File: src/rtl/wdSupPkg.sv
package wdSupPkg;

  typedef enum logic {
    ST_HOLD = 1'b0,
    ST_RUN  = 1'b1
  } supState_t;

  // Strobes from control to datapath
  typedef struct packed {
    logic preClr;   // restart the 1 ms prescaler
    logic holdClr;  // zero the hold counter
    logic holdRun;  // let the hold counter advance on ticks
    logic wdClr;    // zero the watchdog counter
    logic wdRun;    // let the watchdog counter advance on ticks
  } supStrobe_t;

endpackage

File: src/rtl/wdSupDatapath.sv
module wdSupDatapath
  import wdSupPkg::*;
#(
  parameter int DIV        = 100000,
  parameter int HOLD_TICKS = 200,
  parameter int TO_LONG    = 1400,
  parameter int TO_MID     = 600,
  parameter int TO_SHORT   = 200
) (
  input  logic       clk,
  input  logic       rstN,
  input  logic       csKickN,
  input  logic [1:0] toSel,
  input  supStrobe_t strb,
  output logic       holdDone,
  output logic       wdExpire,
  output logic       kickFall
);

  localparam int TO_MAX = (TO_LONG > TO_MID) ?
                          ((TO_LONG > TO_SHORT) ? TO_LONG : TO_SHORT) :
                          ((TO_MID > TO_SHORT) ? TO_MID : TO_SHORT);
  localparam int PW = (DIV > 1) ? $clog2(DIV) : 1;
  localparam int HW = $clog2(HOLD_TICKS + 1);
  localparam int WW = $clog2(TO_MAX + 1);

  logic [PW-1:0] preCnt;
  logic [HW-1:0] holdCnt;
  logic [WW-1:0] wdCnt;
  logic [WW-1:0] wdLimit;
  logic [1:0]    kickSync;
  logic          kickPrev;
  logic          tick;

  // 1 ms prescaler
  assign tick = (preCnt == PW'(DIV - 1));

  always_ff @(posedge clk or negedge rstN) begin
    if (!rstN)                      preCnt <= '0;
    else if (strb.preClr || tick)   preCnt <= '0;
    else                            preCnt <= preCnt + 1'b1;
  end

  // Power-good hold counter
  assign holdDone = (holdCnt == HW'(HOLD_TICKS));

  always_ff @(posedge clk or negedge rstN) begin
    if (!rstN)                                   holdCnt <= '0;
    else if (strb.holdClr)                       holdCnt <= '0;
    else if (strb.holdRun && tick && !holdDone)  holdCnt <= holdCnt + 1'b1;
  end

  // Watchdog counter and timeout mux
  always_comb begin
    case (toSel)
      2'b00:   wdLimit = WW'(TO_LONG);
      2'b01:   wdLimit = WW'(TO_MID);
      default: wdLimit = WW'(TO_SHORT);
    endcase
  end

  assign wdExpire = (wdCnt >= wdLimit);

  always_ff @(posedge clk or negedge rstN) begin
    if (!rstN)                                wdCnt <= '0;
    else if (strb.wdClr)                      wdCnt <= '0;
    else if (strb.wdRun && tick && !wdExpire) wdCnt <= wdCnt + 1'b1;
  end

  // Kick synchroniser and falling-edge detect
  always_ff @(posedge clk or negedge rstN) begin
    if (!rstN) begin
      kickSync <= 2'b11;
      kickPrev <= 1'b1;
    end else begin
      kickSync <= {kickSync[0], csKickN};
      kickPrev <= kickSync[1];
    end
  end

  assign kickFall = kickPrev && !kickSync[1];

endmodule

File: src/rtl/wdSupControl.sv
module wdSupControl
  import wdSupPkg::*;
(
  input  logic       clk,
  input  logic       rstN,
  input  logic       pwrGood,
  input  logic       wdActive,
  input  logic       holdDone,
  input  logic       wdExpire,
  input  logic       kickFall,
  output supStrobe_t strb,
  output logic       resetN
);

  supState_t state, stateNxt;

  always_comb begin
    stateNxt = state;
    strb     = '0;
    case (state)
      ST_HOLD: begin
        strb.holdClr = !pwrGood;
        strb.holdRun = pwrGood;
        strb.wdClr   = 1'b1;
        if (pwrGood && holdDone) stateNxt = ST_RUN;
      end
      default: begin
        strb.holdClr = 1'b1;
        strb.wdClr   = kickFall || !wdActive;
        strb.wdRun   = wdActive;
        if (!pwrGood)                  stateNxt = ST_HOLD;
        else if (wdActive && wdExpire) stateNxt = ST_HOLD;
      end
    endcase
    strb.preClr = (stateNxt != state) || strb.holdClr && (state == ST_HOLD) ||
                  (state == ST_RUN && strb.wdClr);
  end

  always_ff @(posedge clk or negedge rstN) begin
    if (!rstN) state <= ST_HOLD;
    else       state <= stateNxt;
  end

  assign resetN = (state == ST_RUN);

endmodule

File: src/rtl/wdSupervisor.sv
module wdSupervisor
  import wdSupPkg::*;
#(
  parameter int CLK_HZ      = 100_000_000,
  parameter int HOLD_MS     = 200,
  parameter int TO_LONG_MS  = 1400,
  parameter int TO_MID_MS   = 600,
  parameter int TO_SHORT_MS = 200
) (
  input  logic       clk,
  input  logic       rstN,
  input  logic       pwrGood,
  input  logic       csKickN,
  input  logic       wdEnable,
  input  logic [1:0] toSel,
  output logic       resetN
);

  localparam int DIV = CLK_HZ / 1000;

  supStrobe_t strb;
  logic holdDone, wdExpire, kickFall, wdActive;

  assign wdActive = wdEnable && (toSel != 2'b11);

  wdSupControl ctrl_i (
    .clk      (clk),
    .rstN     (rstN),
    .pwrGood  (pwrGood),
    .wdActive (wdActive),
    .holdDone (holdDone),
    .wdExpire (wdExpire),
    .kickFall (kickFall),
    .strb     (strb),
    .resetN   (resetN)
  );

  wdSupDatapath #(
    .DIV        (DIV),
    .HOLD_TICKS (HOLD_MS),
    .TO_LONG    (TO_LONG_MS),
    .TO_MID     (TO_MID_MS),
    .TO_SHORT   (TO_SHORT_MS)
  ) dp_i (
    .clk      (clk),
    .rstN     (rstN),
    .csKickN  (csKickN),
    .toSel    (toSel),
    .strb     (strb),
    .holdDone (holdDone),
    .wdExpire (wdExpire),
    .kickFall (kickFall)
  );

endmodule

File: config.mk
export PLATFORM = sky130hd
export DESIGN_NAME = wdSupervisor
export DESIGN_NICKNAME = d
export VERILOG_FILES = /design/src/rtl/wdSupPkg.sv /design/src/rtl/wdSupDatapath.sv /design/src/rtl/wdSupControl.sv /design/src/rtl/wdSupervisor.sv
export SDC_FILE = /design/constraint.sdc
export NUM_CORES = 1
export LEC_CHECK = 0
export ABC_AREA = 1
export CAP_MARGIN = 5
export CORE_ASPECT_RATIO = 1.75
export CORE_MARGIN = 2
export CORE_UTILIZATION = 60
export DETAILED_ROUTE_END_ITERATION = 8
export GPL_ROUTABILITY_DRIVEN = 0
export PLACE_DENSITY = 0.78
export REMOVE_ABC_BUFFERS = 1
export SLEW_MARGIN = 20
export SYNTH_ARGS = -nofsm -noshare
export SYNTH_HDL_FRONTEND = slang
export SYNTH_SLANG_ARGS = --single-unit
File: constraint.sdc
create_clock -name clk -period 2.95 [get_ports clk]
set_input_delay 0.59 -clock clk [delete_from_list [all_inputs] [get_ports clk]]
set_output_delay 0.59 -clock clk [all_outputs]
set_load 0.01 [all_outputs]
---- After elaboration in Yosys (flattened, before gate mapping) ----
Index checks and enable logic that the tools add are counted.
word-level totals
  register bits ........................... 40
  latch bits .............................. 0
  bits in writable memories ............... 0
  ROM bits ................................ 0
  bits of input ports ..................... 7
  output and inout port bits .............. 1
  logic and storage cells ................. 52
  memories kept ........................... 0
operators by class
  $add $sub $neg .......................... 3
  $mul .................................... 0
  divide/modulo/power cells ............... 0
  $lt $le $gt $ge ......................... 1
  equal/unequal tests ..................... 5
  shifts and indexed selects .............. 0
  multiplexer cells ....................... 14
  bitwise logic cells ..................... 1
  reduce and logical (&&, ||, !) cells .... 22
operators with widths
  operator               number
  $mux 11                2
  $pmux 11 s2            1
  $add 17x1->17 const B  1
  $eq 17x17->1 const B   1
  $mux 17                1
  $mux 8                 2
  $add 11x1->11 const B  1
  $ge 11x11->1           1
  $logic_and 1x1->1      10
  $add 8x1->8 const B    1
  $eq 8x8->1 const B     1
  $mux 1                 8
  $logic_not 1->1        5
  $logic_or 1x1->1       4
  $reduce_bool 2->1      2
  $eq 2x1->1 const B     1
  $logic_not 2->1        1
  $ne 2x2->1 const B     1
  $ne 1x1->1             1
  $not 1->1              1

---- Logic depth before layout (Yosys ltp) ----
Gate-level depths: netlist (run 1).
  word-level depth ........................ 12
  depth in mapped cells ................... 15
  depth with buffers taken out ............ 14

---- Cells and area by module ----
Synthesis (run 1) repeated with hierarchy kept, for this count alone.
unflattened totals
  cells, all modules ...................... 352
  area total of the unflattened synthesis .. 2583.7 µm²
modules (own cells, without submodules)
  module         instances  cells an instance  area an instance (µm²)  seq. area each (µm²)
  wdSupDatapath  1          332                2476.1                  979.7
  wdSupControl   1          18                 95.1                    25.0
  wdSupervisor   1          2                  12.5                    0.0

---- Least setup slack after synthesis (run 1) ----
Ideal clock, no wire load.
  path kind ............................... input to register
  start point ............................. input toSel[0]
  end point ............................... register dp_i.preCnt[11]
  arrival ................................. 1.827 ns
  path slack .............................. 1.052 ns
  stages .................................. 12
  path through ............................ inv_1 > nand2_1 > ha_1 > a21o_1 > nor2_1 > nand2_1 > nand2_1 > nand2_1 > nand2_1 > nand2_4 > buf_12 > nor2_1
on the way
  longest elaborated chain between the ends .. 12
  elaborated cells on any way between the ends .. 19
  those cells by class .................... order compare: 1; eq/ne: 3; mux: 6; reduce/logical: 9
ends and longest elaborated chain
  item                                           RTL line             RTL
  start: declaration                             wdSupervisor.sv:15   input logic [1:0] toSel,
  $eq 2x1->1 or $logic_not 2->1 (tied branches)  wdSupDatapath.sv:55  case (toSel)
  $pmux 11 s2                                    wdSupDatapath.sv:55
  $ge 11x11->1                                   wdSupDatapath.sv:62  assign wdExpire = (wdCnt >= wdLimit);
  $logic_and 1x1->1                              wdSupControl.sv:32   else if (wdActive && wdExpire) stateNxt = ST_HOLD;
  $mux 1                                         wdSupControl.sv:32
  $mux 1                                         wdSupControl.sv:31   if (!pwrGood) stateNxt = ST_HOLD;
  $mux 1                                         wdSupControl.sv:20   case (state)
  $ne 1x1->1                                     wdSupControl.sv:35   strb.preClr = (stateNxt != state) || strb.holdClr && (state == ST_HOLD) ||
  $logic_or 1x1->1                               wdSupControl.sv:35
  $logic_or 1x1->1 (*)                           wdSupControl.sv:35
  $logic_or 1x1->1 (*)                           wdSupDatapath.sv:40  else if (strb.preClr || tick) preCnt <= '0;
  $mux 17 (*)                                    wdSupDatapath.sv:40
  end signal: assignment                         wdSupDatapath.sv:41  else preCnt <= preCnt + 1'b1;
  end: declaration                               wdSupDatapath.sv:27  logic [PW-1:0] preCnt;
Mark *: on every way between the ends. The rest lies on a longest branch, timed or not.
A chain may end at the register's enable or synchronous reset.

---- Final worst setup path (run 1) ----
  start point ............................. input toSel[1]
  end point ............................... register dp_i.preCnt[11]
Same word-level chain as after synthesis.

==> out/results.ini, run 1 <==
[timing]
hold_viol_final=0
finalMaxSlewViolations=0
slew_headroom_pct=42.4
setup_viol=0
fin_skew_ns=0.00530
rsz0062_at_grt=false
final.setup.tns_ns=0
fmax_mhz=455
worstMarginPinSlew_ns=0.864
fin_crit_sh_pct=74.6
period_needed_ns=2.20

[grt]
met2_usage_pct=39.5
grt-busiest-layer=met2
grt_pass1_wl_um=7820
grt_use_met1_pct=24.9
track_usage_pct=22.1
grt_overflow=0
grt_use_met3_pct=3.34
grt_max_degree=41
grt_pass1_vias=1866
antenna_found_initial=0

[power]
p_seq_share_pct=53.3
power_density_nw_per_um2=390
power.switching_mw=0.230
power_mw=1.05
swShare_pct=21.9
leakage_nw=1.25
p_clk_share_pct=42.4
ir_drop_v=0.000408
power_frac_comb_pct=4.3
power.internal_mw=0.820

[setup_path]
slowest_delay_ns=0.44
cp.arrival_ns=2.38
worstSetupEndpointType=flop
crit_path_start_kind=input port
crit_chain=clkdlybuf4s50_1 > inv_2 > nand2_1 > ha_1 > nand2_1 > a21oi_1 > nor2_1 > nand2_1 > nand2_1 > nand2_1 > nand2_1 > nand2_4 > nor2_1
slowest_stage=clkdlybuf4s50_1
required_ns=3.13
path_common_cell=nand2_1
critical_path_class=input port to flop
critical_path_peak_fanout=17

[synth]
synth-edff-count=0
ys.flop_type=dfrtp_1
yosysSeqAreaShare_pct=40.4
synth.avg_cell_area_um2=7.94
syn_inst=313
synth.most_common_cell=nand2_1
yosysWarnings=0
syn-cell-area_um2=2480
synth-seq-cells=40
yosysTopAreaCell=dfrtp_1
yosys-top-cells-area=dfrtp_1 37%, nand2_1 14%, xor2_1 7.0%
async_reset_ff_share_pct=100
netlist.area_leader.share_pct=37.3
yosysUniqueCellTypes=31
ys_top_cells_by_count=91 x nand2_1, 37 x dfrtp_1, 37 x nor2_1

[floorplan]
dieArea_um2=4690
io_pins=8
rows=31
die_y_um=89.1
initial_utilization_pct=61.0
core_area_um2=4070
dieWidth_um=52.6

[route]
vias=1981
routed_wl_um=4530
avgViaCountPerCell=5.30
detail-route-antenna-nets=0
dr.pass1.iters=4
dr.first_iter.drc_count=47
drt-wirelength-per-cell_um=12.1
drc=0

[cts]
htreeDepth=2
cts_tree=yes
insertion_delay_ns=0.29
cts.path.max_buffers=2
cts_sinks=40
post_cts_buffers=0
root_buffer=clkbuf_8
clk_pin_slew_ns=0.08
numCtsBuffers=5
post_cts_resized=0
ctsHoldBuffers=0

[cells_and_area]
antenna_cells=0
final_area_um2=2690
fill_cells=355
fin_nets=342
areaGrowthSynthToFinish_pct=8.26
layout-drive-gt1-share_pct=12.3

[place]
placed_area_um2=2580
dpl.hpwl_um=3330
port_buffers=7

[run_status]
outcome=finished, final reports clean

[hold_path]
min_path_type=flop to flop

[run]
cap_violations=0

==> registers in the layout (all words and copies together), names as in the netlist <==
| register | flops |
|---|---|
| ctrl_i.resetN | 1 |
| dp_i.kickPrev | 1 |
| dp_i.holdCnt | 8 |
| dp_i.kickSync | 2 |
| dp_i.preCnt | 17 |
| dp_i.wdCnt | 11 |
==> final timing paths <==
check	from	endpoint	slack (ns)	cells after the start
max	toSel[1]	dp_i.preCnt[11]	0.75	13
min	dp_i.kickSync[0]	dp_i.kickSync[1]	0.36	0
max reg2reg	dp_i.wdCnt[8]	dp_i.preCnt[11]	1.22	10
min reg2reg	dp_i.kickSync[0]	dp_i.kickSync[1]	0.36	0
max in group asynchronous	rstN	dp_i.preCnt[8]	2.00	1
min in group asynchronous	rstN	dp_i.wdCnt[4]	0.40	1
==> through the flow <==
step / cells / setup slack (ns) / hold WS, ns / utilization [%]
finish: 374 / 0.750 / 0.362 / 66.1
global route: 374 / 0.573 / 0.366 / 66.1
CTS: 374 / 0.748 / 0.363 / 66.1
detailed placement: 366 / 0.425 / 0.351 / 63.3
global placement: 366 / 0.517 / 0.346 / 63.3
floorplan: 308 / 0.867 / 0.294 / -
==> worst max-delay path: cells and delay by family <==
| kind | cells | cell delay [ns] |
|---|---|---|
| simple gates | 9 | 0.80 |
| compound gates | 1 | 0.14 |
| buf+inv | 2 | 0.53 |
| fa+ha+maj | 1 | 0.31 |
==> per-layer routing <==
metal  routed length [um]  vias to the layer above  part of all wire (%)
li1                     -                     1006                     -
met1                 1920                      925                    42
met2                 2340                       36                    52
met3                  122                       14                   2.7
met4                  146                        0                   3.2
met5                    0                        -                     0
==> area by class of cell <==
| cell class | count | area, um^2 | share of cell area (%) |
|---|---|---|---|
| inverters | 30 | 113 | 4.19 |
| clock buffers | 5 | 68.8 | 2.56 |
| clock inverters | 3 | 42.5 | 1.58 |
| repair buffers | 9 | 80.1 | 2.98 |
| well taps | 49 | 61.3 | 2.28 |
| multi-input cells | 238 | 1320 | 49.1 |
| flip-flops and latches | 40 | 1000 | 37.3 |
==> logic make-up after synthesis <==
family / Yosys count / synth area share, %
buffers and inverters: 35 / 6.44
adders and majority gates: 11 / 5.54
DFF: 40 / 40.4
xor gates and xnor gates: 26 / 9.16
and+or+nand+nor: 194 / 36.7
AOI/OAI and AO/OA: 7 / 1.76
==> power groups by stage <==
stage	registers (mW)	logic, mW	clock network [mW]
after global placement	0.570	0.0464	0
final	0.559	0.0455	0.445
after floorplan	0.569	0.0226	0
after global routing	0.560	0.0527	0.481
after CTS	0.559	0.0475	0.462
after detailed placement	0.570	0.0474	0
==> cell usage in the layout, fill, tap and decap left out, drive strengths merged <==
| master | instances |
|---|---|
| xor2 | 20 |
| clkinv | 1 |
| nand3b | 12 |
| nor2 | 52 |
| clkinvlp | 1 |
| ha | 11 |
| o21ai | 2 |
| nand4 | 7 |
| nand3 | 20 |
| o31ai | 1 |
| buf | 3 |
| nor4 | 1 |
| o21a | 1 |
| nand2 | 96 |
| clkdlybuf4s50 | 6 |
| inv | 30 |
| a21oi | 2 |
| bufinv | 1 |
| xnor2 | 6 |
| nor3 | 6 |
| a21o | 1 |
| dfrtp | 37 |
| clkbuf | 5 |
| dfstp | 3 |
(Power assumes the default switching activity.)
==> run 2: changes to the inputs <==
CORE_UTILIZATION = 55   (was 60)
PLACE_DENSITY = 0.75   (was 0.78)
clock period = 1.8 ns   (was 2.95 ns; I/O delays follow)
==> out/results.ini, run 2 (synthesis gave the netlist of run 1 again) <==
[setup_path]
cp.arrival_ns=1.85
regToRegEndpoint=dp_i.preCnt[0]
required_ns=1.99
r2r_setup_slack_ns=0.14
worstSetupEndpointType=flop
worstReg2RegStart=dp_i.wdCnt[10]
critical_path_class=input port to flop
crit_path_start_kind=input port
r2r_cells=9
critical_path_peak_fanout=4

[cts]
htreeDepth=2
cts_sinks=40
clk_pin_slew_ns=0.08
cts_tree=yes
numCtsBuffers=5
cts.path.max_buffers=2
root_buffer=clkbuf_8
ctsHoldBuffers=0
insertion_delay_ns=0.30

[timing]
period_needed_ns=1.66
fin_crit_sh_pct=92.4
fmax_mhz=601
fin_skew_ns=0.00977
worstMarginPinSlew_ns=0.493
finalMaxSlewViolations=0
setup_viol=0
hold_viol_final=0
rsz0062_at_grt=false
slew_headroom_pct=67.2
final.setup.tns_ns=0

[grt]
grt_overflow=0
grt_pass1_wl_um=8980
track_usage_pct=23.8
grt_pass1_vias=2152
antenna_found_initial=0
grt_max_degree=22

[power]
leakage_nw=1.32
ir_drop_v=0.000628
power_density_nw_per_um2=611

[cells_and_area]
antenna_cells=0
final_cell_mix=87 x nand2_1, 37 x dfrtp_1, 36 x nor2_1, 26 x inv_1, 20 x xor2_1
areaGrowthSynthToFinish_pct=15.7
largest_reg_flops=17
fill_cells=377
top_register=dp_i.preCnt
top_regs=dp_i.preCnt (17), dp_i.wdCnt (11), dp_i.holdCnt (8)
fin_nets=355
final_common_cell=nand2_1
layout.cells.non_filler=389
layout-drive-gt1-share_pct=18.3

[route]
dr.first_iter.drc_count=54
drt-wirelength-per-cell_um=13.4
detail-route-antenna-nets=0
drc=0
dr.pass1.iters=4
avgViaCountPerCell=5.41
vias=2105
routed_wl_um=5210

[floorplan]
core_area_um2=4360
io_pins=8
dieWidth_um=54.8
rows=32
dieArea_um2=5090
initial_utilization_pct=56.9
die_y_um=92.9

[hold_path]
min_path_type=input port to asynchronous set/reset pin

[run]
cap_violations=0

[run_status]
outcome=finished, final reports clean

[place]
port_buffers=7
dpl.hpwl_um=3720
dp.cells=379

-- run 2: worst max-delay path by stage --
stage / from / end / slack, ns
final: toSel[1] / dp_i.preCnt[0] / 0.14
after global routing: toSel[1] / dp_i.preCnt[3] / 0.006
after CTS: dp_i.preCnt[0] / dp_i.wdCnt[8] / 0.10
after detailed placement: toSel[1] / dp_i.wdCnt[8] / -0.48
after global placement: toSel[1] / dp_i.wdCnt[9] / -0.37
after floorplan: toSel[0] / dp_i.wdCnt[10] / -0.05
-- run 2: metrics by stage --
stage                     cell area, um^2  util [%]  worst slack, ns  total power, mW  hold slack, ns
after global placement               2680      61.3           -0.372             1.02           0.346
after detailed placement             2680      61.3           -0.478             1.03           0.351
after global routing                 2880      65.9          0.00606             1.83          0.0516
final                                2880      65.9            0.136             1.76          0.0147
after CTS                            2850      65.3            0.101             1.77          0.0273
after floorplan                      2440         -          -0.0528            0.970          0.0644
-- run 2: area by class of cell --
cell class	count	area, um^2	share of cell area (%)
Multi-Input combinational cell	240	1410	48.9
Sequential cell	40	1000	34.9
Timing Repair Buffer	20	176	6.14
Inverter	30	113	3.92
Clock buffer	5	68.8	2.39
Tap cell	51	63.8	2.22
Clock inverter	3	42.5	1.48
-- run 2: layer usage --
metal  GRT usage (%)  vias up  wire [um]
li1                -     1034          -
met1            24.3     1002       1950
met2            42.9       48       2870
met3            3.71       21        179
met4            12.9        0        212
met5               0        -          0
-- run 2: worst max-delay path: stages --
cell	delay (ns)
dlygate4sd2_1	0.25
inv_2	0.09
nand2_4	0.08
ha_1	0.28
nand2_1	0.05
inv_1	0.05
nand2_1	0.05
nand2_1	0.05
nand2_1	0.06
nand2_2	0.09
nand2_1	0.07
nand2_2	0.08
nand2_4	0.09
nand2_2	0.15
nor2_1	0.05
-- run 2: repair_timing --
action | in CTS | in global routing
endpoints found under the hold margin | 0 | 0
gates resized for setup | 14 | 4
setup endpoints to repair | 28 | 30
cloned | 2 | 0
buffers inserted | 0 | 1
pin swaps | 8 | 1
-- run 2: power by group --
group          switching [mW]  internal, mW
registers             0.00686         0.909
logic                  0.0625        0.0409
clock network           0.326         0.410
==> run 3: changes to the inputs <==
CORE_UTILIZATION = 45   (was 55)
PLACE_DENSITY = 0.68   (was 0.75)
==> out/results.ini, run 3 (synthesis gave the netlist of run 1 again) <==
[run_status]
outcome=finished, final reports clean

[cts]
insertion_delay_ns=0.30
cts_sinks=40
htreeDepth=2
cts.path.max_buffers=2
cts_tree=yes
root_buffer=clkbuf_8
clk_pin_slew_ns=0.08
numCtsBuffers=5

[timing]
slew_headroom_pct=73.5
fin_crit_sh_pct=92.9
finalMaxSlewViolations=0
hold_viol_final=0
fmax_mhz=598
rsz0062_at_grt=false
worst_slack_ns=0.128
final.setup.tns_ns=0
fin_skew_ns=0.0103
period_needed_ns=1.67
setup_viol=0
worstMarginPinSlew_ns=0.395

[grt]
grt_pass1_vias=2077
met2_usage_pct=34.3
grt_use_met1_pct=21.2
antenna_found_initial=0
grt-busiest-layer=met2
grt_overflow=0
grt_pass1_wl_um=9000
track_usage_pct=19.2
grt_max_degree=34
grt_use_met3_pct=2.66

[cells_and_area]
layout-drive-gt1-share_pct=20.2
antenna_cells=0
fill_cells=509
final_cell_mix=86 x nand2_1, 37 x dfrtp_1, 33 x nor2_1, 26 x inv_1, 20 x xor2_1
top_regs=dp_i.preCnt (17), dp_i.wdCnt (11), dp_i.holdCnt (8)
areaGrowthSynthToFinish_pct=19.2
fin_nets=359
top_register=dp_i.preCnt
layout.cells.non_filler=416
final_common_cell=nand2_1
largest_reg_flops=17
final_area_um2=2960

[floorplan]
die_y_um=102
dieArea_um2=6160
initial_utilization_pct=46.9
io_pins=8
core_area_um2=5300
rows=35
dieWidth_um=60.2

[setup_path]
critical_path_peak_fanout=8
required_ns=2.03
cp.arrival_ns=1.90
crit_path_start_kind=input port
critical_path_class=input port to flop
worstSetupEndpointType=flop

[route]
detail-route-antenna-nets=0
drt-wirelength-per-cell_um=12.4
vias=2052
drc=0
routed_wl_um=5150
avgViaCountPerCell=4.93
dr.first_iter.drc_count=122
dr.pass1.iters=4

[place]
port_buffers=7
dpl.hpwl_um=3710
placed_area_um2=2710
pre_cts_ws_ns=-0.472
dp.cells=403

[power]
power.switching_mw=0.398
leakage_nw=1.35
power_density_nw_per_um2=622
ir_drop_v=0.000321
power.internal_mw=1.44
p_clk_share_pct=44.3
power_frac_comb_pct=6.0
p_seq_share_pct=49.7
swShare_pct=21.6

[run]
cap_violations=0

[hold_path]
min_path_type=flop to flop

-- run 3: cell types whose count changed in the layout (fill, tap and decap cells not counted) --
cell / change
nor2_2: +5
buf_4: +4
nor2_1: -3
clkbuf_8: +2
nor2_4: -2
buf_6: -1
clkinv_2: -1
clkinvlp_4: -1
dlygate4sd3_1: +1
nand2_1: -1
nand2_8: +1
-- run 3: layer usage --
layer	wire length [um]	part of all wire, %
met5	0	0
met4	183	3.6
met3	85	1.7
met2	2760	54
met1	2120	41
-- run 3: power groups by stage --
stage | logic (mW) | clock network, mW | registers, mW
floorplan | 0.0371 | 0 | 0.932
global placement | 0.0896 | 0 | 0.934
detailed placement | 0.0915 | 0 | 0.934
CTS | 0.104 | 0.835 | 0.916
global route | 0.126 | 0.880 | 0.918
finish | 0.111 | 0.816 | 0.916
-- run 3: what timing repair did --
action	in CTS	in global routing
endpoints found under the setup margin	28	34
endpoints found under the hold margin	6	0
pin swaps	6	3
buffers inserted	0	2
gates resized for setup	15	6
gates cloned	2	0
hold buffers	1	0
-- run 3: final timing paths --
check	end	slack, ns	from	depth (start not counted)
worst max-delay path	dp_i.preCnt[13]	0.13	toSel[1]	12
worst min-delay path	dp_i.kickSync[1]	0.36	dp_i.kickSync[0]	0
worst max register to register	dp_i.wdCnt[1]	0.16	dp_i.preCnt[0]	11
worst min register to register	dp_i.kickSync[1]	0.36	dp_i.kickSync[0]	0
max in group asynchronous	dp_i.kickSync[1]	0.86	rstN	3
min in group asynchronous	dp_i.wdCnt[2]	0.44	rstN	2
-- run 3: worst max-delay path, cell delays in order --
cell,delay [ns]
dlygate4sd2_1,0.25
inv_2,0.10
nand2_4,0.08
ha_4,0.24
a21o_1,0.17
nor2_1,0.13
nand2_2,0.08
nand2_2,0.06
nand2_2,0.07
nand2_4,0.14
nand2_8,0.10
nor2_2,0.10
-- run 3: per-stage QoR --
stage | total power [mW] | hold slack (ns) | utilization [%]
2_1_floorplan | 0.970 | 0.0644 | -
3_3_place_gp | 1.02 | 0.226 | 51.2
3_5_place_dp | 1.03 | 0.235 | 51.2
4_1_cts | 1.86 | 0.365 | 55.1
5_1_grt | 1.92 | 0.369 | 55.9
6_report | 1.84 | 0.365 | 55.9
-- run 3: cell type report --
| class | instances | area (um^2) | share of cell area, % |
|---|---|---|---|
| Clock buffer | 7 | 96.3 | 3.25 |
| Tap cell | 74 | 92.6 | 3.13 |
| Inverter | 30 | 113 | 3.80 |
| Clock inverter | 1 | 30.0 | 1.01 |
| Timing Repair Buffer | 24 | 205 | 6.93 |
| Multi-Input combinational cell | 240 | 1420 | 48.0 |
| Sequential cell | 40 | 1000 | 33.9 |
